[src/rtl/corediv_pkg.sv]
package corediv_pkg;
   localparam int CTRL_OFS     = 0;
   localparam int RATIO_OFS    = 8;
   localparam int TRIG_BIT     = 8;
   localparam int EN_BASE      = 24;
   localparam int FIELD_STRIDE = 8;
   localparam int RST_RATIO    = 8;

   function automatic logic ratio_legal(input logic [7:0] r);
      return (r == 8'd4) || (r == 8'd5) || (r == 8'd6) || (r == 8'd8);
   endfunction
endpackage

[src/rtl/corediv_regs.sv]
module corediv_regs
   import corediv_pkg::*;
#(
   parameter int ADDR_W    = 4,
   parameter int DATA_W    = 32,
   parameter int RATIO_W   = 6,
   parameter int FIRST_IDX = 1,
   parameter int NUM_OUT   = 1
) (
   input  logic              clk,
   input  logic              rst_n,
   input  logic              wr_en,
   input  logic [ADDR_W-1:0] addr,
   input  logic [DATA_W-1:0] wdata,
   output logic [DATA_W-1:0] rdata,
   output logic [DATA_W-1:0] ctrl_q,
   output logic [DATA_W-1:0] ratio_q
);
   localparam logic [ADDR_W-1:0] CTRL_A  = ADDR_W'(CTRL_OFS);
   localparam logic [ADDR_W-1:0] RATIO_A = ADDR_W'(RATIO_OFS);

   function automatic logic [DATA_W-1:0] ratio_reset();
      logic [DATA_W-1:0] v = '0;
      for (int k = 0; k < NUM_OUT; k++)
         v[FIELD_STRIDE*(FIRST_IDX+k) +: RATIO_W] = RATIO_W'(RST_RATIO);
      return v;
   endfunction

   localparam logic [DATA_W-1:0] RATIO_RST = ratio_reset();

   always_ff @(posedge clk or negedge rst_n) begin
      if (!rst_n) begin
         ctrl_q  <= '0;
         ratio_q <= RATIO_RST;
      end else if (wr_en) begin
         if (addr == CTRL_A)  ctrl_q  <= wdata;
         if (addr == RATIO_A) ratio_q <= wdata;
      end
   end

   always_comb begin
      if (addr == CTRL_A)       rdata = ctrl_q;
      else if (addr == RATIO_A) rdata = ratio_q;
      else                      rdata = '0;
   end
endmodule

[src/rtl/corediv_chan.sv]
module corediv_chan
   import corediv_pkg::*;
#(
   parameter int RATIO_W = 6
) (
   input  logic               clk,
   input  logic               rst_n,
   input  logic               en,
   input  logic               reload_req,
   input  logic               trig,
   input  logic [RATIO_W-1:0] field,
   output logic               div_o,
   output logic [RATIO_W-1:0] act_o,
   output logic               pend_o
);
   localparam logic [RATIO_W-1:0] RST_R = RATIO_W'(RST_RATIO);

   logic [RATIO_W-1:0] act_q, nxt_q, cnt_q;
   logic [RATIO_W-1:0] act_d, nxt_d, cnt_d;
   logic               pend_q, pend_d, out_q, out_d;
   logic               reload_ok, wrap, boundary;

   always_comb begin
      reload_ok = reload_req && trig && ratio_legal(8'(field));
      wrap      = (cnt_q == act_q - 1'b1);
      boundary  = !en || wrap;

      act_d  = act_q;
      nxt_d  = nxt_q;
      pend_d = pend_q;
      if (boundary && pend_q) begin
         act_d  = nxt_q;
         pend_d = 1'b0;
      end
      if (reload_ok) begin
         nxt_d  = field;
         pend_d = 1'b1;
      end

      if (!en)       cnt_d = act_d - 1'b1;
      else if (wrap) cnt_d = '0;
      else           cnt_d = cnt_q + 1'b1;

      out_d = en && (cnt_d < (act_d >> 1));
   end

   always_ff @(posedge clk or negedge rst_n) begin
      if (!rst_n) begin
         act_q  <= RST_R;
         nxt_q  <= RST_R;
         cnt_q  <= RST_R - 1'b1;
         pend_q <= 1'b0;
         out_q  <= 1'b0;
      end else begin
         act_q  <= act_d;
         nxt_q  <= nxt_d;
         cnt_q  <= cnt_d;
         pend_q <= pend_d;
         out_q  <= out_d;
      end
   end

   assign div_o  = out_q;
   assign act_o  = act_q;
   assign pend_o = pend_q;
endmodule

[src/rtl/corediv_top.sv]
module corediv_top
   import corediv_pkg::*;
#(
   parameter int ADDR_W    = 4,
   parameter int DATA_W    = 32,
   parameter int RATIO_W   = 6,
   parameter int FIRST_IDX = 1,
   parameter int NUM_OUT   = 1
) (
   input  logic               clk,
   input  logic               rst_n,
   input  logic               wr_en,
   input  logic [ADDR_W-1:0]  addr,
   input  logic [DATA_W-1:0]  wdata,
   output logic [DATA_W-1:0]  rdata,
   output logic [NUM_OUT-1:0] clk_div_o
);
   localparam int LAST_IDX = FIRST_IDX + NUM_OUT - 1;

   if (RATIO_W < 4)                                   $error("RATIO_W too small for ratio 8");
   if (DATA_W < 32)                                   $error("DATA_W must hold enable bits");
   if (NUM_OUT < 1)                                   $error("NUM_OUT must be at least 1");
   if (LAST_IDX > 7)                                  $error("reload requests live in bits 7:0");
   if (EN_BASE + LAST_IDX > DATA_W - 1)               $error("enable bit out of range");
   if (FIELD_STRIDE*LAST_IDX + RATIO_W > DATA_W)      $error("ratio field out of range");
   if (RATIO_W > FIELD_STRIDE)                        $error("ratio fields overlap");
   if ((1 << ADDR_W) <= RATIO_OFS)                    $error("ADDR_W cannot reach ratio word");

   logic [DATA_W-1:0]               ctrl_q, ratio_q;
   logic [NUM_OUT-1:0][RATIO_W-1:0] act_all;
   logic [NUM_OUT-1:0]              pend_all;

   corediv_regs #(
      .ADDR_W(ADDR_W), .DATA_W(DATA_W), .RATIO_W(RATIO_W),
      .FIRST_IDX(FIRST_IDX), .NUM_OUT(NUM_OUT)
   ) regs_i (
      .clk(clk), .rst_n(rst_n), .wr_en(wr_en), .addr(addr),
      .wdata(wdata), .rdata(rdata), .ctrl_q(ctrl_q), .ratio_q(ratio_q)
   );

   for (genvar k = 0; k < NUM_OUT; k++) begin : g_chan
      localparam int IDX = FIRST_IDX + k;
      corediv_chan #(.RATIO_W(RATIO_W)) chan_i (
         .clk(clk),
         .rst_n(rst_n),
         .en(ctrl_q[EN_BASE+IDX]),
         .reload_req(ctrl_q[IDX]),
         .trig(ctrl_q[TRIG_BIT]),
         .field(ratio_q[FIELD_STRIDE*IDX +: RATIO_W]),
         .div_o(clk_div_o[k]),
         .act_o(act_all[k]),
         .pend_o(pend_all[k])
      );
   end
endmodule

[config.mk]
export PLATFORM = sky130hd
export DESIGN_NAME = corediv_top
export DESIGN_NICKNAME = d
export VERILOG_FILES = /design/src/rtl/corediv_pkg.sv /design/src/rtl/corediv_regs.sv /design/src/rtl/corediv_chan.sv /design/src/rtl/corediv_top.sv
export SDC_FILE = /design/constraint.sdc
export NUM_CORES = 1
export LEC_CHECK = 0
export ABC_AREA = 1
export BUFFER_PORTS_ARGS = -buffer_cell sky130_fd_sc_hd__buf_2
export CAP_MARGIN = 0
export CORE_UTILIZATION = 40
export CTS_CLUSTER_DIAMETER = 60
export DETAILED_ROUTE_END_ITERATION = 10
export GPL_TIMING_DRIVEN = 0
export SETUP_SLACK_MARGIN = 0.5
export SKIP_CTS_REPAIR_TIMING = 1
export SLEW_MARGIN = 20
export SYNTH_ARGS = -nofsm -noshare
export SYNTH_HDL_FRONTEND = slang
export SYNTH_HIERARCHICAL = 1
export SYNTH_SLANG_ARGS = --single-unit
[constraint.sdc]
create_clock -name clk -period 2.5 [get_ports clk]
set_clock_uncertainty 0.05 [all_clocks]
set_input_delay 0.25 -clock clk [delete_from_list [all_inputs] [get_ports clk]]
set_output_delay 0.25 -clock clk [all_outputs]
set_load 0.02 [all_outputs]
Yosys cells after proc, flatten, opt, wreduce, memory -nomap -nowiden

Cells that the tools add are included.

Bits in registers: 84
Output and inout bits: 33

$add $sub $neg: 3
$lt $le $gt $ge: 1
Eq/ne operators: 6
Muxes and demuxes: 7
Reductions and logical operators: 13

Operator list:

| cell                                                                | number |
|---|---|
| 32-bit 2-to-1 mux                                                   | 2 |
| 6-bit by 3-bit == test with 1-bit output (second input constant)    | 3 |
| 6-bit 2-to-1 mux                                                    | 3 |
| 6-bit by 1-bit subtractor with 6-bit output (second input constant) | 2 |
| 6-bit by 1-bit adder with 6-bit output (second input constant)      | 1 |
| 6-bit by 4-bit == test with 1-bit output (second input constant)    | 1 |
| 6-bit == test                                                       | 1 |
| 6-bit by 5-bit less-than comparator with 1-bit output               | 1 |
| 4-bit == test (second input constant)                               | 1 |
| 1-bit logical AND                                                   | 4 |
| 4-bit logical NOT                                                   | 1 |
| 1-bit logical OR                                                    | 4 |
| 2-bit AND reduction                                                 | 2 |
| 1-bit 2-to-1 mux                                                    | 2 |
| 2-bit nonzero test                                                  | 1 |
| 1-bit logical NOT                                                   | 1 |

Longest topological paths before layout

Gate-level depths: netlist of run 1.

Depth after elaboration: 9
Mapped depth: 23
Mapped depth without buffers: 23

Modules after synthesis

The synthesis of run 1 kept the hierarchy.

By module, submodules not included:

| module       | instances | cells an instance | area an instance (sq um) | seq. area each (sq um) |
|---|---|---|---|---|
| corediv_regs | 1         | 399               | 3244.4                   | 1602.8 |
| corediv_chan | 1         | 180               | 1396.3                   | 506.7 |

Least setup slack after synthesis of run 1

Ideal clock, no wire load.

Path type: register to register
Start point: register g_chan[0].chan_i.act_q[0]
End point: register g_chan[0].chan_i.out_q
Library setup time: 120 ps
Arrival time: 2519 ps
Path slack: -188 ps
Stages on the path, launching flop included: 23
Path buffers: 1
Path through: dfrtp_1 inv_2 ha_1 inv_1 nand2_1 nand2_1 nor2_1 nand3_1 nor2_1 nand2_2 nand2_4 buf_12 nand3_2 and2_4 nand3_1 xor2_1 o22ai_1 ha_1 nand2_1 inv_1 nand2_1 a21oi_1 nor2_2

Cells in the longest elaborated chain, start to end: 9

Ends and longest elaborated chain:

| item                                                      | RTL line           | source |
|---|---|---|
| start, declared                                           | corediv_chan.sv:18 | `logic [RATIO_W-1:0] act_q, nxt_q, cnt_q;` |
| start signal, assigned                                    | corediv_chan.sv:55 | `act_q <= act_d;` |
| 6-bit by 1-bit subtractor with 6-bit output               | corediv_chan.sv:25 | `wrap = (cnt_q == act_q - 1'b1);` |
| 6-bit == test                                             | corediv_chan.sv:25 |  |
| 1-bit logical OR                                          | corediv_chan.sv:26 | `boundary = !en \|\| wrap;` |
| 1-bit logical AND                                         | corediv_chan.sv:31 | `if (boundary && pend_q) begin` |
| 6-bit 2-to-1 mux                                          | corediv_chan.sv:31 |  |
| 6-bit by 1-bit subtractor with 6-bit output               | corediv_chan.sv:40 | `if (!en) cnt_d = act_d - 1'b1;` |
| 6-bit 2-to-1 mux (*)                                      | corediv_chan.sv:40 |  |
| via g_chan[0].chan_i.cnt_d[3]                             | corediv_chan.sv:19 | `logic [RATIO_W-1:0] act_d, nxt_d, cnt_d;` |
| 6-bit by 5-bit less-than comparator with 1-bit output (*) | corediv_chan.sv:44 | `out_d = en && (cnt_d < (act_d >> 1));` |
| 1-bit logical AND (*)                                     | corediv_chan.sv:44 |  |
| via g_chan[0].chan_i.out_d                                | corediv_chan.sv:20 | `logic pend_q, pend_d, out_q, out_d;` |
| end signal, assigned                                      | corediv_chan.sv:59 | `out_q <= out_d;` |
| end, declared                                             | corediv_chan.sv:20 |  |

Mark *: on every way through the listed nets, which the timed path passes. The rest lies on a longest branch.
A chain may end at the register's enable or synchronous reset.

Worst setup path after layout of run 1

Same ends and word-level chain as after synthesis.

==> results of run 1 <==
## registers in the layout (all words and copies together), names as in the netlist
signal / count
g_chan.chan_i/act_o: 6
g_chan.chan_i/cnt_q: 6
g_chan.chan_i/div_o: 1
g_chan.chan_i/nxt_q: 6
g_chan.chan_i/pend_o: 1
regs_i/ctrl_q: 32
regs_i/ratio_q: 32
## synth_stat cells (5+ instances only)
master / n / area share
a21oi_1: 5 / 0.0054
buf_2: 24 / 0.026
buf_4: 9 / 0.015
buf_6: 9 / 0.022
dfrtp_1: 78 / 0.42
dfstp_2: 6 / 0.034
ha_1: 6 / 0.016
inv_1: 29 / 0.023
nand2_1: 209 / 0.17
nand2_2: 6 / 0.0081
nand2_4: 5 / 0.012
nand3_1: 79 / 0.085
nand3_2: 6 / 0.013
nand4_1: 64 / 0.086
nor2_1: 11 / 0.0089
nor2_2: 5 / 0.0067
xor2_1: 5 / 0.0094
## worst reg2reg max path, stage by stage (launching register included)
cell and delay (ns):
dfrtp_1 0.38, inv_2 0.07, ha_4 0.27, inv_2 0.02, nand2_1 0.04, nand2_1 0.06
nor2_2 0.11, nand3_1 0.09, nor2_2 0.12, nand2_2 0.07, nand2_4 0.11, buf_12 0.14
nand3_4 0.06, and2_4 0.19, nand3_4 0.08, xor2_2 0.15, o22ai_2 0.09, ha_1 0.31
nand2_1 0.05, inv_1 0.04, nand2_1 0.06, a21oi_2 0.13, nor2_2 0.04
## path summary, 6_finish.rpt
check                                                    start                                   to  cells after the start
hold reg to reg                  regs_i/ctrl_q[21]$_DFFE_PN0P_        regs_i/ctrl_q[21]$_DFFE_PN0P_                      2
max in group asynchronous                                rst_n  g_chan[0].chan_i/cnt_q[2]$_DFF_PN1_                      3
hold / removal                                       wdata[11]       regs_i/ratio_q[11]$_DFFE_PN1P_                      3
min in group asynchronous                                rst_n        regs_i/ratio_q[4]$_DFFE_PN0P_                      2
setup reg to reg           g_chan[0].chan_i/act_o[0]$_DFF_PN0_     g_chan[0].chan_i/div_o$_DFF_PN0_                     22
setup / recovery           g_chan[0].chan_i/act_o[0]$_DFF_PN0_     g_chan[0].chan_i/div_o$_DFF_PN0_                     22
## stage by stage
stage          power, W  instances  setup WS (ns)
5_1_grt         0.00530        816         -0.557
3_5_place_dp    0.00341        791         -0.393
4_1_cts         0.00477        807         -0.405
3_3_place_gp    0.00334        790         -0.367
2_1_floorplan   0.00302        579         -0.104
6_report        0.00493        816         -0.343
## cells in the final DEF, fill, tap and decap left out, drive strengths merged
cell	netlist	layout
or2	1	1
dlygate4sd3	0	1
o21bai	1	1
ha	6	6
o22ai	2	2
a32o	1	1
nand4	64	64
o21ai	4	4
nand3b	1	1
clkbuf	1	12
nand2	220	220
nor2	18	18
clkinv	0	4
buf	43	123
a31oi	1	1
nor3	1	1
a21oi	5	5
inv	31	31
dfrtp	78	78
dfstp	6	6
nand3	86	86
and2	2	2
xnor2	2	2
xor2	5	5
bufinv	0	1
## cells by family after synthesis
| kind of cell | Yosys count | share of synthesized area |
|---|---|---|
| AND/OR/NAND/NOR | 393 | 0.405 |
| AO/OA/AOI/OAI | 14 | 0.0183 |
| flip-flops | 84 | 0.455 |
| buffers and inverters | 75 | 0.0925 |
| adder cells (fa/ha/maj) | 6 | 0.0162 |
| XOR/XNOR | 7 | 0.0132 |
## final cells by class
cell class                      count  area [um2]
Buffer                             44         313
Timing Repair Buffer               81         455
Inverter                           31         116
Sequential cell                    84        2110
Multi-Input combinational cell    420        2220
Clock buffer                       11         253
Tap cell                          140         175
Clock inverter                      5        50.0
Fill cell                        1116        5390
## report_power, final
part	internal [W]	switching [W]
Combinational	0.000683	0.000969
Clock	0.000821	0.000526
Sequential	0.00170	0.000231
## layer usage
| metal | share of wire | wire, um | global-route usage | up-vias |
|---|---|---|---|---|
| li1 | - | - | - | 2110 |
| met1 | 0.43 | 5440 | 0.295 | 2040 |
| met2 | 0.50 | 6230 | 0.365 | 130 |
| met3 | 0.057 | 714 | 0.0468 | 12 |
| met4 | 0.011 | 138 | 0.0667 | 2 |
| met5 | 0.00080 | 10 | 0 | - |
==> results_tabular.tex, run 1 <==
\begin{tabular}{lr}
\hline
Metric & Value \\
\hline
\multicolumn{2}{l}{\textbf{Drt}} \\
\quad Number of vias per cell & about 5.3 \\
\quad Total length of routed wires & 12.5 mm \\
\quad Vias post-DR & 4294 \\
\quad Iteration count of the initial detailed-routing pass & 4 \\
\quad Post-detailed-route DRC marker count & 0 \\
\quad Remaining antenna violation count after routing & 0 \\
\quad Violation count after the first detailed-routing iteration & about 270 \\
\quad Average wire length per cell after detail routing & about 15 um \\
\multicolumn{2}{l}{\textbf{Worst setup path}} \\
\quad Worst path slowest cell & dfrtp\_1 \\
\quad Element type at the critical path start & flop \\
\quad Crit-path leading delay family & simple AND/OR/NAND/NOR gates \\
\quad Cell repeated most along the worst path & nand2\_1 \\
\quad Data required time at the worst endpoint & approximately 2.7 ns \\
\quad Maximum fanout along the worst path & 7 \\
\quad Worst EP arrival & just over 3 ns \\
\quad Critical path class & flop to flop \\
\quad Setup slack, reg-to-reg & -0.34 ns \\
\quad Ordered list of cells on the worst path & inv\_2 -> ha\_4 -> inv\_2 -> nand2\_1 -> nand2\_1 -> nor2\_2 -> nand3\_1 -> nor2\_2 -> nand2\_2 -> nand2\_4 -> buf\_12 -> nand3\_4 -> and2\_4 -> nand3\_4 -> xor2\_2 -> o22ai\_2 -> ha\_1 -> nand2\_1 -> inv\_1 -> nand2\_1 -> a21oi\_2 -> nor2\_2 \\
\quad Bufs and invs on worst path & 4 \\
\quad Worst stage delay on the critical path & about 0.38 ns \\
\quad Kind of end point of the critical path & flop \\
\multicolumn{2}{l}{\textbf{STA}} \\
\quad Number of endpoints with negative hold slack in the final report & 0 \\
\quad Final Max Tran Viols & 0 \\
\quad Setup TNS after final layout & -0.343 ns \\
\quad Hold slack final & 0.117 ns \\
\quad Worst slew pin tran & 0.571 ns \\
\quad Headroom to the max-slew limit & 0.619 \\
\quad Final period util & 1.14 \\
\quad Minimum setup slack in the final design & -0.343 ns \\
\quad Number of endpoints failing setup at the final stage & 1 \\
\quad Minimum period implied by the final worst setup slack & around 2.8 ns \\
\quad Max Clk Rate & about 350 MHz \\
\quad Unrepaired setup endpoints after global routing & yes \\
\multicolumn{2}{l}{\textbf{Power}} \\
\quad IR Drop Worst-Case VDD & 0.482 mV \\
\quad Leakage & 3.13 nW \\
\quad P per Cell Area & 867 nW/um2 \\
\multicolumn{2}{l}{\textbf{CTS}} \\
\quad Clock root buffer & clkbuf\_16 \\
\quad TritonCTS clock tree & yes \\
\quad H-tree Lvls & 3 \\
\quad Number of clock sinks & 84 \\
\quad Maximum count of clock buffers along a single path & 2 \\
\quad Cts bufs inserted & 9 \\
\quad Later-pin clock latency in the skew report & 0.33 ns \\
\quad Clock input transition at the sequential cells of the worst setup and hold paths & approximately 0.06 ns \\
\multicolumn{2}{l}{\textbf{Yosys}} \\
\quad Proportion of synthesized flip-flops having asynchronous set or reset & 1.00 \\
\quad Mean post-synth cell area & approximately 8 um2 \\
\quad Post-Synthesis Net Count & approximately 620 \\
\quad Post-Synthesis Cells & $\sim$580 \\
\quad Sequential cell area fraction in the yosys report & 0.455 \\
\quad Total number of yosys warnings & 6 \\
\quad Post-Syn Area & around 4600 um2 \\
\quad Number of flops mapped to enable cells by yosys & 0 \\
\quad Top FF cell, synth & dfrtp\_1 \\
\quad Synthesis-stage register bit count & 84 \\
\quad Number of distinct library cells after synthesis & 35 \\
\multicolumn{2}{l}{\textbf{Global routing}} \\
\quad Aggregate global-route resource usage & 0.223 \\
\quad Wire length of the first global-routing pass & approximately 20 mm \\
\quad Number of antenna violations at the first check in global routing & 1 \\
\quad Pin count of the biggest net entering global routing & 44 \\
\quad GRT Residual Overflow & 0 \\
\quad Via count of the first global-routing pass & a little over 4000 \\
\multicolumn{2}{l}{\textbf{Place}} \\
\quad PortBufs & 71 \\
\quad RePlAce Congestion & about 0.8 \\
\quad Instance area after placement & about 5200 um2 \\
\quad HPWL after detailed placement & between 8 and 9 mm \\
\multicolumn{2}{l}{\textbf{Status}} \\
\quad Violations in the final reports & negative setup slack \\
\quad Outcome & complete, but fails checks \\
\multicolumn{2}{l}{\textbf{Floorplan}} \\
\quad Initial standard-cell utilization of the core & 0.419 \\
\quad Die Wd & 110 um \\
\quad Placeable Area & 11100 um2 \\
\quad I/O pin total & 72 \\
\quad Die Ht & roughly 110 um \\
\quad Number of rows created at floorplan & 38 \\
\quad Die ar. & between 10000 and 15000 um2 \\
\multicolumn{2}{l}{\textbf{Hold path}} \\
\quad Hold/Removal Path Class & input pin to flop \\
\multicolumn{2}{l}{\textbf{Finish}} \\
\quad Post-route core utilization & 0.513 \\
\quad Net count, final & about 720 \\
\quad Final std cell area, no fill & about 5700 um2 \\
\quad Ratio of cells with drive above 1 in the final layout & 0.284 \\
\quad Layout overhead on the synthesized area & 22.6\% \\
\quad Number of antenna cells inserted & 0 \\
\multicolumn{2}{l}{\textbf{Run}} \\
\quad Max-cap violation count & 0 \\
\hline
\end{tabular}
Note: power is estimated with default switching activity, not from simulation.
==> inputs of run 2 (changes only) <==
--- a/config.mk
+++ b/config.mk
@@ -8,10 +8,13 @@
 export ABC_AREA = 1
 export BUFFER_PORTS_ARGS = -buffer_cell sky130_fd_sc_hd__buf_2
 export CAP_MARGIN = 0
-export CORE_UTILIZATION = 40
+export CELL_PAD_IN_SITES_DETAIL_PLACEMENT = 0
+export CELL_PAD_IN_SITES_GLOBAL_PLACEMENT = 1
+export CORE_UTILIZATION = 38
 export CTS_CLUSTER_DIAMETER = 60
 export DETAILED_ROUTE_END_ITERATION = 10
 export GPL_TIMING_DRIVEN = 0
+export PLACE_DENSITY_LB_ADDON = 0.1
 export SETUP_SLACK_MARGIN = 0.5
 export SKIP_CTS_REPAIR_TIMING = 1
 export SLEW_MARGIN = 20
==> results_tabular.tex, run 2 (synthesized netlist as in run 1, its figures left out) <==
\begin{tabular}{lr}
\hline
Metric & Value \\
\hline
\multicolumn{2}{l}{\textbf{Global routing}} \\
\quad Wire length of the first global-routing pass & between 20 and 25 mm \\
\quad Global-route track usage on met3 & 0.0394 \\
\quad Via count of the first global-routing pass & between 4000 and 5000 \\
\quad Grt peak-use layer & met2 \\
\quad GRT Residual Overflow & 0 \\
\quad Met1 usage in global routing & 0.287 \\
\quad GR met2 Demand/Resource & 0.367 \\
\quad Pin count of the biggest net entering global routing & between 40 and 50 \\
\quad Number of antenna violations at the first check in global routing & 1 \\
\quad Aggregate global-route resource usage & 0.221 \\
\multicolumn{2}{l}{\textbf{Status}} \\
\quad Violations in the final reports & negative setup slack \\
\quad Outcome & complete, but fails checks \\
\multicolumn{2}{l}{\textbf{Hold path}} \\
\quad Hold Path Cell Cnt & 3 \\
\quad Hold/Removal Path Class & input pin to flop \\
\multicolumn{2}{l}{\textbf{Worst setup path}} \\
\quad Critical path class & flop to flop \\
\quad Data required time at the worst endpoint & 2.69 ns \\
\quad Element type at the critical path start & flop \\
\quad Kind of end point of the critical path & flop \\
\quad Maximum fanout along the worst path & 7 \\
\quad Worst EP arrival & 3.03 ns \\
\quad Cell depth of the worst flop-to-flop path & 22 \\
\multicolumn{2}{l}{\textbf{Place}} \\
\quad Number of cells after detailed placement & about 790 \\
\quad PortBufs & roughly 70 \\
\quad Instance area after placement & 5230 um2 \\
\quad HPWL after detailed placement & between 9 and 10 mm \\
\quad RePlAce Congestion & roughly 0.78 \\
\multicolumn{2}{l}{\textbf{STA}} \\
\quad Final period util & 1.13 \\
\quad Worst slew pin tran & roughly 0.39 ns \\
\quad Minimum period implied by the final worst setup slack & approximately 2.8 ns \\
\quad Number of endpoints failing setup at the final stage & 1 \\
\quad Number of endpoints with negative hold slack in the final report & 0 \\
\quad Unrepaired setup endpoints after global routing & yes \\
\quad Max Clk Rate & 353 MHz \\
\quad Final Max Tran Viols & 0 \\
\quad Minimum setup slack in the final design & -0.333 ns \\
\quad Headroom to the max-slew limit & 0.742 \\
\multicolumn{2}{l}{\textbf{CTS}} \\
\quad Later-pin clock latency in the skew report & between 0.3 and 0.4 ns \\
\quad TritonCTS clock tree & yes \\
\quad Number of clock sinks & 84 \\
\quad Cts bufs inserted & 9 \\
\quad Maximum count of clock buffers along a single path & 2 \\
\quad Clock root buffer & clkbuf\_16 \\
\quad H-tree Lvls & 3 \\
\quad Clock input transition at the sequential cells of the worst setup and hold paths & about 0.060 ns \\
\multicolumn{2}{l}{\textbf{Drt}} \\
\quad Number of vias per cell & about 5.2 \\
\quad Iteration count of the initial detailed-routing pass & 4 \\
\quad Average wire length per cell after detail routing & between 15 and 20 um \\
\quad Violation count after the first detailed-routing iteration & 212 \\
\quad Post-detailed-route DRC marker count & 0 \\
\quad Remaining antenna violation count after routing & 0 \\
\quad Total length of routed wires & between 10 and 15 mm \\
\quad Vias post-DR & between 4000 and 5000 \\
\multicolumn{2}{l}{\textbf{Run}} \\
\quad Max-cap violation count & 0 \\
\multicolumn{2}{l}{\textbf{Finish}} \\
\quad Commonest non-fill, non-tap cells in the layout & nand2\_1, buf\_2, nand3\_1, dfrtp\_1, nand4\_1 \\
\quad Commonest non-fill, non-tap cell in the layout & nand2\_1 \\
\quad Ratio of cells with drive above 1 in the final layout & 0.275 \\
\quad Final std cell area, no fill & roughly 5700 um2 \\
\quad Biggest registers after layout & regs\_i/ctrl\_q x32, regs\_i/ratio\_q x32 \\
\quad Net count, final & 717 \\
\quad Number of antenna cells inserted & 0 \\
\quad Fill cells & between 1000 and 1500 \\
\quad Count of placed standard cells in the final layout, fillers left out & a little over 800 \\
\quad Layout overhead on the synthesized area & 22.0\% \\
\multicolumn{2}{l}{\textbf{Floorplan}} \\
\quad Die Wd & approximately 110 um \\
\quad I/O pin total & 72 \\
\quad Die Ht & 113 um \\
\quad Initial standard-cell utilization of the core & 0.398 \\
\quad Placeable Area & between 10000 and 15000 um2 \\
\quad Die ar. & between 10000 and 15000 um2 \\
\quad Number of rows created at floorplan & 39 \\
\multicolumn{2}{l}{\textbf{Power}} \\
\quad P per Cell Area & just under 900 nW/um2 \\
\quad Total power consumption of the routed design & $\sim$0.0049 W \\
\quad Leakage & between 3 and 4 nW \\
\quad IR Drop Worst-Case VDD & approximately 0.36 mV \\
\hline
\end{tabular}
## run 2: layout make-up
class	instances	area [um2]	area share
multi-input combinational	420	2180	0.385
sequential	84	2110	0.373
timing repair buffer	82	467	0.0824
buffer	44	313	0.0553
clock buffer	14	264	0.0466
tap	143	179	0.0316
inverter	31	116	0.0206
clock inverter	2	35.0	0.00619
## run 2: worst paths after layout
kind	slack, ns	to	from
setup / recovery	-0.33	g_chan[0].chan_i/div_o$_DFF_PN0_	g_chan[0].chan_i/act_o[0]$_DFF_PN0_
hold / removal	0.11	regs_i/ratio_q[11]$_DFFE_PN1P_	wdata[11]
setup reg to reg	-0.33	g_chan[0].chan_i/div_o$_DFF_PN0_	g_chan[0].chan_i/act_o[0]$_DFF_PN0_
hold reg to reg	0.42	regs_i/ctrl_q[22]$_DFFE_PN0P_	regs_i/ctrl_q[22]$_DFFE_PN0P_
max in group asynchronous	1.47	regs_i/ratio_q[11]$_DFFE_PN1P_	rst_n
min in group asynchronous	0.33	g_chan[0].chan_i/nxt_q[4]$_DFFE_PN0P_	rst_n
## run 2: where the power goes
group / total [W] / internal (W) / switching [W]
clock network: 0.00137 / 0.000829 / 0.000540
registers: 0.00193 / 0.00170 / 0.000230
logic: 0.00160 / 0.000656 / 0.000940
## run 2: layer usage
metal | wire length [um] | vias to the layer above | share of wire
met2 | 6400 | 105 | 0.48
met5 | 8 | - | 0.00061
li1 | - | 2110 | -
met3 | 586 | 21 | 0.044
met4 | 256 | 2 | 0.019
met1 | 5960 | 2028 | 0.45
## run 2: critical path, stage by stage (launching register included)
cell and delay (ns):
dfrtp_1 0.39, inv_2 0.08, ha_4 0.27, inv_2 0.02, nand2_1 0.04, nand2_1 0.04, nor2_1 0.10, nand3_1 0.09
nor2_1 0.13, nand2_2 0.09, nand2_4 0.10, buf_12 0.13, nand3_4 0.06, and2_4 0.19, nand3_4 0.07, xor2_2 0.14
o22ai_2 0.09, ha_1 0.31, nand2_1 0.05, inv_1 0.04, nand2_1 0.05, a21oi_2 0.14, nor2_2 0.04
## run 2: metrics by stage
stage | util | setup slack [ns] | setup TNS (ns) | hold WS (ns)
finish | 0.485 | -0.333 | -0.333 | 0.106
floorplan | - | -0.104 | -0.104 | -0.0956
global route | 0.485 | -0.552 | -0.576 | 0.104
CTS | 0.474 | -0.424 | -0.424 | -0.237
global placement | 0.446 | -0.389 | -0.389 | 0.404
detailed placement | 0.448 | -0.411 | -0.411 | 0.135
